<file path="src/rtl/sos_pkg.sv">
package sos_pkg;

    typedef enum logic [1:0] {
        SZ_BYTE  = 2'd0,
        SZ_WORD  = 2'd1,
        SZ_DWORD = 2'd2,
        SZ_QWORD = 2'd3
    } sos_size_e;

    typedef enum logic [1:0] {
        AM_16   = 2'd0,
        AM_32   = 2'd1,
        AM_64   = 2'd2,
        AM_RSVD = 2'd3
    } sos_amode_e;

    typedef enum logic [1:0] {
        ST_OK      = 2'd0,
        ST_UNDEF   = 2'd1,
        ST_BADADDR = 2'd2,
        ST_FAULT   = 2'd3
    } sos_status_e;

    typedef enum logic [2:0] {
        S_IDLE    = 3'd0,
        S_RD_REQ  = 3'd1,
        S_RD_WAIT = 3'd2,
        S_WR      = 3'd3,
        S_FINISH  = 3'd4
    } sos_state_e;

endpackage

</file>
<file path="src/rtl/sos_cmd_check.sv">
module sos_cmd_check
    import sos_pkg::*;
(
    input  logic        lock_req,
    input  logic        long_mode,
    input  sos_amode_e  amode,
    input  sos_size_e   size_req,
    output sos_status_e status,
    output sos_size_e   eff_size
);
    logic amode_bad;

    always_comb begin
        unique case (amode)
            AM_16:   amode_bad = long_mode;
            AM_32:   amode_bad = 1'b0;
            AM_64:   amode_bad = !long_mode;
            default: amode_bad = 1'b1;
        endcase
        // lock rejection outranks the address-mode check
        if (lock_req)       status = ST_UNDEF;
        else if (amode_bad) status = ST_BADADDR;
        else                status = ST_OK;
        // a 64-bit operand request never widens beyond four bytes
        eff_size = (size_req == SZ_QWORD) ? SZ_DWORD : size_req;
    end
endmodule

</file>
<file path="src/rtl/sos_ptr_step.sv">
module sos_ptr_step
    import sos_pkg::*;
#(
    parameter int PTR_W = 64
) (
    input  logic [PTR_W-1:0] ptr,
    input  sos_size_e        size,
    input  logic             dir,
    input  sos_amode_e       amode,
    output logic [PTR_W-1:0] ptr_nxt
);
    localparam int LO16 = 16;
    localparam int LO32 = 32;

    logic [PTR_W-1:0] stride;
    logic [PTR_W-1:0] moved;

    always_comb begin
        stride = PTR_W'(1) << size;
        moved  = dir ? (ptr - stride) : (ptr + stride);
        unique case (amode)
            AM_16:   ptr_nxt = {ptr[PTR_W-1:LO16], moved[LO16-1:0]};
            AM_32:   ptr_nxt = {ptr[PTR_W-1:LO32], moved[LO32-1:0]};
            default: ptr_nxt = moved;
        endcase
    end
endmodule

</file>
<file path="src/rtl/sos_lane_mask.sv">
module sos_lane_mask
    import sos_pkg::*;
#(
    parameter int DATA_W = 32
) (
    input  logic [DATA_W-1:0] raw,
    input  sos_size_e         size,
    output logic [DATA_W-1:0] masked
);
    localparam int LANES = DATA_W / 8;
    localparam int NB_W  = $clog2(LANES) + 2;

    logic [NB_W-1:0] nbytes;
    assign nbytes = NB_W'(1) << size;

    for (genvar g = 0; g < LANES; g++) begin : g_lane
        localparam logic [NB_W-1:0] LANE_IDX = NB_W'(g);
        assign masked[8*g +: 8] = (LANE_IDX < nbytes) ? raw[8*g +: 8] : 8'h00;
    end
endmodule

</file>
<file path="src/rtl/str_out_seq.sv">
module str_out_seq
    import sos_pkg::*;
#(
    parameter int PTR_W  = 64,
    parameter int DATA_W = 32,
    parameter int CNT_W  = 16,
    parameter int PORT_W = 16
) (
    input  logic              clk,
    input  logic              rst_n,
    input  logic              cmd_valid,
    output logic              cmd_ready,
    input  logic [1:0]        cmd_size,
    input  logic [1:0]        cmd_amode,
    input  logic              cmd_long,
    input  logic              cmd_rep,
    input  logic              cmd_lock,
    input  logic              cmd_dir,
    input  logic [CNT_W-1:0]  cmd_count,
    input  logic [PTR_W-1:0]  cmd_ptr,
    input  logic [PORT_W-1:0] cmd_port,
    input  logic              fault,
    output logic              mem_req_valid,
    input  logic              mem_req_ready,
    output logic [PTR_W-1:0]  mem_req_addr,
    output logic [1:0]        mem_req_size,
    input  logic              mem_rsp_valid,
    input  logic [DATA_W-1:0] mem_rsp_data,
    output logic              io_wr_valid,
    input  logic              io_wr_ready,
    output logic [PORT_W-1:0] io_wr_port,
    output logic [DATA_W-1:0] io_wr_data,
    output logic [1:0]        io_wr_size,
    output logic              done,
    output logic [1:0]        err_code,
    output logic [PTR_W-1:0]  ptr_out,
    output logic [CNT_W-1:0]  count_out
);
    localparam logic [CNT_W-1:0] CNT_ONE  = CNT_W'(1);
    localparam logic [CNT_W-1:0] CNT_ZERO = '0;

    sos_state_e        state_q, state_d;
    logic [PTR_W-1:0]  ptr_q;
    logic [CNT_W-1:0]  cnt_q;
    logic [PORT_W-1:0] port_q;
    sos_size_e         size_q;
    sos_amode_e        amode_q;
    logic              dir_q;
    logic              rep_q;
    logic [DATA_W-1:0] data_q;
    sos_status_e       err_q;

    sos_status_e       chk_status;
    sos_size_e         chk_size;
    logic [PTR_W-1:0]  ptr_nxt;
    logic [DATA_W-1:0] rsp_masked;
    logic              wr_fire;
    logic              last_elem;

    sos_cmd_check u_check (
        .lock_req  (cmd_lock),
        .long_mode (cmd_long),
        .amode     (sos_amode_e'(cmd_amode)),
        .size_req  (sos_size_e'(cmd_size)),
        .status    (chk_status),
        .eff_size  (chk_size)
    );

    sos_ptr_step #(.PTR_W(PTR_W)) u_step (
        .ptr     (ptr_q),
        .size    (size_q),
        .dir     (dir_q),
        .amode   (amode_q),
        .ptr_nxt (ptr_nxt)
    );

    sos_lane_mask #(.DATA_W(DATA_W)) u_mask (
        .raw    (mem_rsp_data),
        .size   (size_q),
        .masked (rsp_masked)
    );

    assign wr_fire   = (state_q == S_WR) && !fault && io_wr_ready;
    assign last_elem = !rep_q || (cnt_q == CNT_ONE);

    // next-state logic
    always_comb begin
        state_d = state_q;
        unique case (state_q)
            S_IDLE: begin
                if (cmd_valid) begin
                    if (chk_status != ST_OK)                 state_d = S_FINISH;
                    else if (cmd_rep && cmd_count == CNT_ZERO) state_d = S_FINISH;
                    else                                     state_d = S_RD_REQ;
                end
            end
            S_RD_REQ: begin
                if (fault)              state_d = S_FINISH;
                else if (mem_req_ready) state_d = S_RD_WAIT;
            end
            S_RD_WAIT: begin
                if (fault)              state_d = S_FINISH;
                else if (mem_rsp_valid) state_d = S_WR;
            end
            S_WR: begin
                if (fault)            state_d = S_FINISH;
                else if (io_wr_ready) state_d = last_elem ? S_FINISH : S_RD_REQ;
            end
            S_FINISH: state_d = S_IDLE;
            default:  state_d = S_IDLE;
        endcase
    end

    // state register
    always_ff @(posedge clk) begin
        if (!rst_n) state_q <= S_IDLE;
        else        state_q <= state_d;
    end

    // datapath registers
    always_ff @(posedge clk) begin
        if (!rst_n) begin
            ptr_q   <= '0;
            cnt_q   <= '0;
            port_q  <= '0;
            size_q  <= SZ_BYTE;
            amode_q <= AM_64;
            dir_q   <= 1'b0;
            rep_q   <= 1'b0;
            data_q  <= '0;
            err_q   <= ST_OK;
        end else begin
            unique case (state_q)
                S_IDLE: begin
                    if (cmd_valid) begin
                        ptr_q   <= cmd_ptr;
                        cnt_q   <= cmd_count;
                        port_q  <= cmd_port;
                        size_q  <= chk_size;
                        amode_q <= sos_amode_e'(cmd_amode);
                        dir_q   <= cmd_dir;
                        rep_q   <= cmd_rep;
                        err_q   <= chk_status;
                    end
                end
                S_RD_REQ: begin
                    if (fault) err_q <= ST_FAULT;
                end
                S_RD_WAIT: begin
                    if (fault)              err_q  <= ST_FAULT;
                    else if (mem_rsp_valid) data_q <= rsp_masked;
                end
                S_WR: begin
                    if (fault) begin
                        err_q <= ST_FAULT;
                    end else if (wr_fire) begin
                        ptr_q <= ptr_nxt;
                        if (rep_q) cnt_q <= cnt_q - CNT_ONE;
                    end
                end
                default: ;
            endcase
        end
    end

    // outputs
    always_comb begin
        cmd_ready     = (state_q == S_IDLE);
        mem_req_valid = (state_q == S_RD_REQ) && !fault;
        mem_req_addr  = ptr_q;
        mem_req_size  = size_q;
        io_wr_valid   = (state_q == S_WR) && !fault;
        io_wr_port    = port_q;
        io_wr_data    = data_q;
        io_wr_size    = size_q;
        done          = (state_q == S_FINISH);
        err_code      = err_q;
        ptr_out       = ptr_q;
        count_out     = cnt_q;
    end

    AST_DONE_ONE_CYCLE: assert property (@(posedge clk) disable iff (!rst_n)
        done |=> (!done && cmd_ready));

    AST_PTR_ONLY_ON_WRITE: assert property (@(posedge clk) disable iff (!rst_n)
        (!cmd_ready && !(io_wr_valid && io_wr_ready)) |=> $stable(ptr_out));

    AST_PORT_FIXED: assert property (@(posedge clk) disable iff (!rst_n)
        !cmd_ready |=> $stable(io_wr_port));

    AST_COUNT_DEC: assert property (@(posedge clk) disable iff (!rst_n)
        (io_wr_valid && io_wr_ready && rep_q) |=> (count_out == $past(count_out) - CNT_ONE));

    AST_NO_WIDE_WRITE: assert property (@(posedge clk) disable iff (!rst_n)
        io_wr_valid |-> (io_wr_size != 2'd3));

    AST_LOCK_NO_BUS: assert property (@(posedge clk) disable iff (!rst_n)
        (cmd_ready && cmd_valid && cmd_lock) |=> (!mem_req_valid && done && err_code == 2'd1));

endmodule

</file>
<file path="config.mk">
export PLATFORM = sky130hd
export DESIGN_NAME = str_out_seq
export DESIGN_NICKNAME = d
export VERILOG_FILES = /design/src/rtl/sos_pkg.sv /design/src/rtl/sos_cmd_check.sv /design/src/rtl/sos_ptr_step.sv /design/src/rtl/sos_lane_mask.sv /design/src/rtl/str_out_seq.sv
export SDC_FILE = /design/constraint.sdc
export NUM_CORES = 1
export LEC_CHECK = 0
export BUFFER_PORTS_ARGS = -buffer_cell sky130_fd_sc_hd__buf_2
export CORE_UTILIZATION = 52
export CTS_CLUSTER_SIZE = 28
export DETAILED_ROUTE_END_ITERATION = 16
export PLACE_DENSITY = 0.86
export SETUP_SLACK_MARGIN = 0.1
export SLEW_MARGIN = 20
export SYNTH_ARGS = -nofsm -noshare
export SYNTH_HDL_FRONTEND = slang
export SYNTH_SLANG_ARGS = --single-unit
</file>
<file path="constraint.sdc">
create_clock -name clk -period 4.5 [get_ports clk]
set_input_delay 0.675 -clock clk [delete_from_list [all_inputs] [get_ports clk]]
set_output_delay 0.675 -clock clk [all_outputs]
set_load 0.005 [all_outputs]
</file>
After elaboration in Yosys (flattened, before gate mapping):

Cells that the tools add are included.

* $add $sub $neg: 3
* $lt $le $gt $ge: 4
* eq/ne operators: 19
* shift operators: 2
* multiplexer cells: 33
* bitwise gates (word level): 1
* reduce and logical (&&, ||, !) cells: 24

Operator list (number)
* 64-bit two-way mux: 4
* 64-bit one-hot mux with 2 select lines: 2
* 64-bit adder: 1
* 16-bit two-way mux: 4
* 1-bit by 2-bit << shifter with 64-bit output (first input constant): 1
* 64-bit subtractor: 1
* 8-bit two-way mux: 4
* 16-bit one-hot mux with 2 select lines: 1
* 3-bit two-way mux: 10
* 16-bit by 1-bit == test with 1-bit output (second input constant): 1
* 16-bit zero test: 1
* 16-bit by 1-bit subtractor with 16-bit output (second input constant): 1
* 2-bit != test (second input constant): 6
* 3-bit one-hot mux with 4 select lines: 1
* 2-bit two-way mux: 5
* 5-bit AND reduction: 2
* 3-bit != test (second input constant): 3
* 1-bit by 4-bit less-than comparator with 1-bit output (first input constant): 2
* 2-bit by 4-bit less-than comparator with 1-bit output (first input constant): 2
* 4-bit AND reduction: 2
* 3-bit by 2-bit == test with 1-bit output (second input constant): 2
* 3-bit AND reduction: 2
* 6-bit AND reduction: 1
* 2-bit nonzero test: 3
* 16 further kinds: 24

* flip-flop bits (word level): 139
* input port bits: 143

Logic depth before layout (Yosys ltp):

* depth after elaboration: 8
* depth in mapped cells: 14

By module:

A second synthesis with hierarchy kept.

* cells, all modules: 1561
* area total of the unflattened synthesis: 11521.0 um2

Modules (own cells, without submodules)
* str_out_seq: instances 1, cells each 870, area an instance 6942.9 um2
* sos_ptr_step: instances 1, cells each 649, area an instance 4321.6 um2
* sos_lane_mask: instances 1, cells each 35, area an instance 210.2 um2
* sos_cmd_check: instances 1, cells each 7, area an instance 46.3 um2

Worst setup path after synthesis:

OpenSTA, ideal clock, no wires.

* path type: reg-to-reg
* from: reg dir_q
* to: reg ptr_q[46] (netlist: mem_req_addr[46])
* setup time: 0.103 ns
* data arrival time: 3.786 ns
* data required time: 4.397 ns
* path slack: 0.611 ns
* cell stages (with the launch flop): 14
* period minus slack after synthesis: 3.889 ns
* cell sequence: dfxtp_1 > clkbuf_1 > clkbuf_1 > ha_1 > a21o_1 > a311o_2 > nand3_2 > a21oi_2 > a211oi_2 > o31ai_4 > a21oi_2 > o21ai_4 > xnor2_1 > a2111oi_2

* word-level cells in the longest chain between the ends: 5

RTL lines
* from (decl): line str_out_seq.sv:48 `logic dir_q;`
* from (signal assigned): line str_out_seq.sv:141 `dir_q <= cmd_dir;`
* 64-bit two-way mux: line sos_ptr_step.sv:20 `moved = dir ? (ptr - stride) : (ptr + stride);`
* 64-bit one-hot mux with 2 select lines: line sos_ptr_step.sv:21 `unique case (amode)`
* 64-bit two-way mux: line str_out_seq.sv:156 `end else if (wr_fire) begin`
* 64-bit two-way mux: line str_out_seq.sv:154 `if (fault) begin`
* 64-bit one-hot mux with 2 select lines: line str_out_seq.sv:133 `unique case (state_q)`
* to (signal assigned): line str_out_seq.sv:136 `ptr_q <= cmd_ptr;`
* to (signal assigned): line str_out_seq.sv:157 `ptr_q <= ptr_nxt;`
* to (decl): line str_out_seq.sv:43 `logic [PTR_W-1:0] ptr_q;`

No other way between the ends. The select of a mux whose other input is x is not followed.
A chain may end at the register's enable or synchronous reset.

Worst setup path after layout:

* from: reg dir_q
* to: reg ptr_q[63] (netlist: mem_req_addr[63])

Same word-level chain as after synthesis.

==> out/results.md <==
| Metric | This run |
|:---|:---|
| Status | completed |
| Syn nets | 1685 |
| Mean instance size in the synthesized netlist | 7.16 um^2 |
| Layout Cell Area excl Fill | 0.0125 mm^2 |
| Die area | 0.0209 mm^2 |
| Cell variety after synth | 74 |
| Crit path max fanout | 39 |
| Global-route wire length before repair | 52900 um |
| Number of iterations in the first detailed-routing pass | 5 |
| Iteration-0 DRC Markers | 788 |
| R2R setup slack | 0.57 ns |
| Count of port buffers added during placement | 344 |
| Proportion of synthesized chip area in sequential cells | 26.3% |
| Final total power | 4.34 mW |
| Total grt overflow | 0 |
| H-tree depth | 4 |
| Maximum clock insertion buffer count | 2 |
| Fraction of registers with async set/reset | 0% |
| I/O pin count | 345 |
| Drt wl/cell | 17.6 um |
| Initial antenna violation count | 4 |
| Setup fix buffers added after clock tree synthesis | 0 |
| Synth-to-layout area growth | 18.0% |
| Data arrival time of the critical path | 4.23 ns |
| Gpl congestion | 0.979 |
| Pins Over Slew Limit | 0 |
| CP peak stage delay | 0.68 ns |
| Leak | 5.93 nW |
| Placed instance count | 1927 |
| Sum of negative setup slack | 0 ns |
| Avg Vias per Cell | 5.96 |
| Data required time at the worst endpoint | 4.80 ns |
| Critical path capture point type | flip-flop |
| Time the final worst path needs with I/O delays and setup | 3.93 ns |
| Hold buffers post-CTS | 0 |
| Worst Reg-to-Reg Cells | 12 |
| Residual antenna-violating net count after detailed routing | 0 |
| Classification of the worst-slack hold path | flip-flop to flip-flop |
| Total power per unit cell area | 347 mW/mm^2 |
| Die boundary width | 145 um |
| Cts repair resizes | 0 |
| Pin count of the biggest net entering global routing | 79 |
| CTS root buf | sky130_fd_sc_hd__clkbuf_16 |
| Register area | 0.00278 mm^2 |
| Main area contributors after synthesis | sky130_fd_sc_hd__dfxtp_1 (26%), sky130_fd_sc_hd__a21oi_1 (9.1%), sky130_fd_sc_hd__nand2_1 (8.6%) |
| Number of cells traversed by the worst hold path | 2 |
| Row Count | 51 |
| Launch instance of the worst register-to-register path | dir_q |
| Final setup viols | 0 |
| Endpoint of the worst hold path | io_wr_data[16] |
| Synth area leader | sky130_fd_sc_hd__dfxtp_1 |
| Nets | 1889 |
| Total core area | 0.0197 mm^2 |
| Aggregate global-route resource usage | 32.4% |
| Kind of critical path | flip-flop to flip-flop |
| Half-perimeter wire length of the detailed placement result | 25600 um |
| Via count of the first global-routing pass | 10600 |
| Clock Skew | 0.0105 ns |
| Critical R2R Capture | mem_req_addr[63] |
| Post-placement cell area | 0.0119 mm^2 |
| Launching element type of the critical path | flip-flop |
| Layout cells sized above 1 | 24.9% |
| Initial core utilization | 53.6% |
| Total of max-cap violations | 0 |
| Max Freq | 255 MHz |
| Final Hold Fails | 0 |
| Post-detailed-routing wire length | 34500 um |
| Clock slew at the register clock pins of the worst setup and hold paths | 0.07 ns |
| Number of instances in the synthesized netlist | 1477 |
| Post-route fraction of the period consumed by the critical path | 87.3% |
| Max-slew headroom at the worst pin | 38.4% |
| Number of inserted filler cells in the final layout | 1769 |
| Total area of multi-input combinational cells | 0.00679 mm^2 |
| Setup repair after global routing missed its margin | false |
| Synth Warn # | 0 |
| Area fraction of the dominant cell type after synthesis | 26.3% |
| Cell repeated most along the worst path | sky130_fd_sc_hd__o21ai_1 |
| Cell with the largest stage delay on the worst path | sky130_fd_sc_hd__o31ai_1 |
| Skew-Pair Late Insertion Delay | 0.43 ns |
| Post-Layout Cell Count | 1963 |
| Worst-Margin Slew | 0.912 ns |
| TritonCTS clock tree | yes |
| Clock Sink Count | 139 |
| Vias post-DR | 11700 |
| Number of buffers inserted during clock tree synthesis | 17 |
| Vertical die dimension | 145 um |
| Number of register bits inferred by synthesis | 139 |
| DRC violations left | 0 |
| Maximum vdd ir drop | 0.000365 V |
| Startpoint of the most critical hold path | io_wr_data[16] |
| Most used DFF post-synth | sky130_fd_sc_hd__dfxtp_1 |
| Number of enable-type register cells in the synthesized netlist | 0 |
| Cell area after synthesis | 0.0106 mm^2 |
| Critical path cell sequence | buf_4 -> ha_1 -> a21o_1 -> o21bai_1 -> a211oi_1 -> nor3_1 -> o31ai_1 -> o21ai_1 -> o21ai_1 -> nor4bb_1 -> a311oi_1 -> o32ai_1 |
## metrics by stage
step	util [%]	hold slack [ns]	worst slack [ns]
after global routing	63.3	0.469	0.275
final	63.3	0.450	0.573
after CTS	63.2	0.450	0.646
after detailed placement	60.1	0.440	0.655
after global placement	60.1	0.435	0.719
after floorplan	-	0.436	0.611
## worst max-delay path by stage
stage | to | from
2_1_floorplan | mem_req_addr[46] | dir_q
3_3_place_gp | mem_req_addr[63] | dir_q
3_5_place_dp | mem_req_addr[63] | dir_q
4_1_cts | mem_req_addr[63] | dir_q
5_1_grt | mem_req_addr[63] | dir_q
6_report | mem_req_addr[63] | dir_q
## flip-flops by register name, indices dropped and copies added (netlist names)
register      count
amode_q           2
count_out        16
dir_q             1
err_code          2
io_wr_data       32
io_wr_port       16
io_wr_size        2
mem_req_addr     64
rep_q             1
state_q           3
## final cells by class
cell class / instances / share of cell area [%]
clock buffers: 17 / 3.41
flip-flops and latches: 139 / 22.3
well taps: 265 / 2.66
repair buffers: 362 / 14.9
multi-input cells: 1137 / 54.4
clock inverters: 15 / 1.54
inverters: 24 / 0.732
diodes: 4 / 0.0802
## routing by layer
metal	vias up	track usage (%)	part of all wire (%)
li1	5638	-	-
met1	5380	39.4	41
met2	579	52.7	46
met3	99	7.72	8.5
met4	0	17.6	4.4
met5	-	0	0
## synth_stat cells, types with 5 or more instances
cell type                   count
sky130_fd_sc_hd__o211ai_1      10
sky130_fd_sc_hd__nor3b_1        5
sky130_fd_sc_hd__a22oi_1        5
sky130_fd_sc_hd__nand4_1       34
sky130_fd_sc_hd__a211oi_1      11
sky130_fd_sc_hd__a311oi_1      26
sky130_fd_sc_hd__buf_4         66
sky130_fd_sc_hd__nand3_1       50
sky130_fd_sc_hd__nor4_1        10
sky130_fd_sc_hd__o21ai_0       65
sky130_fd_sc_hd__nor2_1       113
sky130_fd_sc_hd__nand2b_1      11
sky130_fd_sc_hd__inv_1         23
sky130_fd_sc_hd__o21bai_1      19
sky130_fd_sc_hd__a21o_1        52
sky130_fd_sc_hd__nor3_1        31
sky130_fd_sc_hd__xnor2_1       35
sky130_fd_sc_hd__and3_1         9
sky130_fd_sc_hd__nand2_1      242
sky130_fd_sc_hd__or3_1          8
sky130_fd_sc_hd__o221ai_1       6
sky130_fd_sc_hd__ha_1          64
sky130_fd_sc_hd__a2111oi_0      5
sky130_fd_sc_hd__buf_2         15
sky130_fd_sc_hd__a31oi_1        8
sky130_fd_sc_hd__o21ai_1       16
sky130_fd_sc_hd__a21oi_1      193
sky130_fd_sc_hd__xor2_1        19
sky130_fd_sc_hd__clkbuf_1      91
sky130_fd_sc_hd__nor2b_1        7
sky130_fd_sc_hd__dfxtp_1      139
sky130_fd_sc_hd__and2_1         6
sky130_fd_sc_hd__buf_1          5
## report_power, final
| group | total, mW | internal (mW) | leakage [nW] | switching [mW] |
|---|---|---|---|---|
| clock | 1.51 | 0.850 | 0.305 | 0.657 |
| sequential | 1.47 | 1.34 | 1.14 | 0.130 |
| combinational | 1.36 | 0.545 | 4.48 | 0.811 |
## critical path: cells and delay by family (launching register included)
| family | cells | cell delay (ns) |
|---|---|---|
| AOI/OAI and AO/OA | 8 | 2.25 |
| DFF | 1 | 0.46 |
| buffers and inverters | 1 | 0.46 |
| adders and majority gates | 1 | 0.41 |
| and+or+nand+nor | 2 | 0.17 |
## placed cells by master (no fill, tap or decap), types with 17 or more instances in the layout
cell and instances:
sky130_fd_sc_hd__a21o_1 52, sky130_fd_sc_hd__buf_4 18, sky130_fd_sc_hd__clkbuf_16 17, sky130_fd_sc_hd__dfxtp_1 138
sky130_fd_sc_hd__nor3_1 31, sky130_fd_sc_hd__xor2_1 19, sky130_fd_sc_hd__nor2_1 110, sky130_fd_sc_hd__o21ai_0 64
sky130_fd_sc_hd__inv_1 23, sky130_fd_sc_hd__a21oi_1 193, sky130_fd_sc_hd__ha_1 64, sky130_fd_sc_hd__xnor2_1 35
sky130_fd_sc_hd__o21bai_1 19, sky130_fd_sc_hd__nand3_1 50, sky130_fd_sc_hd__buf_2 344, sky130_fd_sc_hd__a311oi_1 26
sky130_fd_sc_hd__o21ai_1 17, sky130_fd_sc_hd__nand4_1 34, sky130_fd_sc_hd__nand2_1 242
## cells by family (layout without fill, tap and decap cells)
| family | after synthesis | after routing | synth area share (%) |
|---|---|---|---|
| simple gates | 543 | 543 | 23.1 |
| compound gates | 470 | 470 | 28.2 |
| buf+inv | 201 | 418 | 9.66 |
| flops | 139 | 139 | 26.3 |
| fa+ha+maj | 65 | 65 | 7.76 |
| xor+xnor | 54 | 54 | 4.47 |
| mux | 5 | 5 | 0.497 |
| other cells | 0 | 4 | 0 |
No activity file was read; power rests on OpenSTA's default activity.
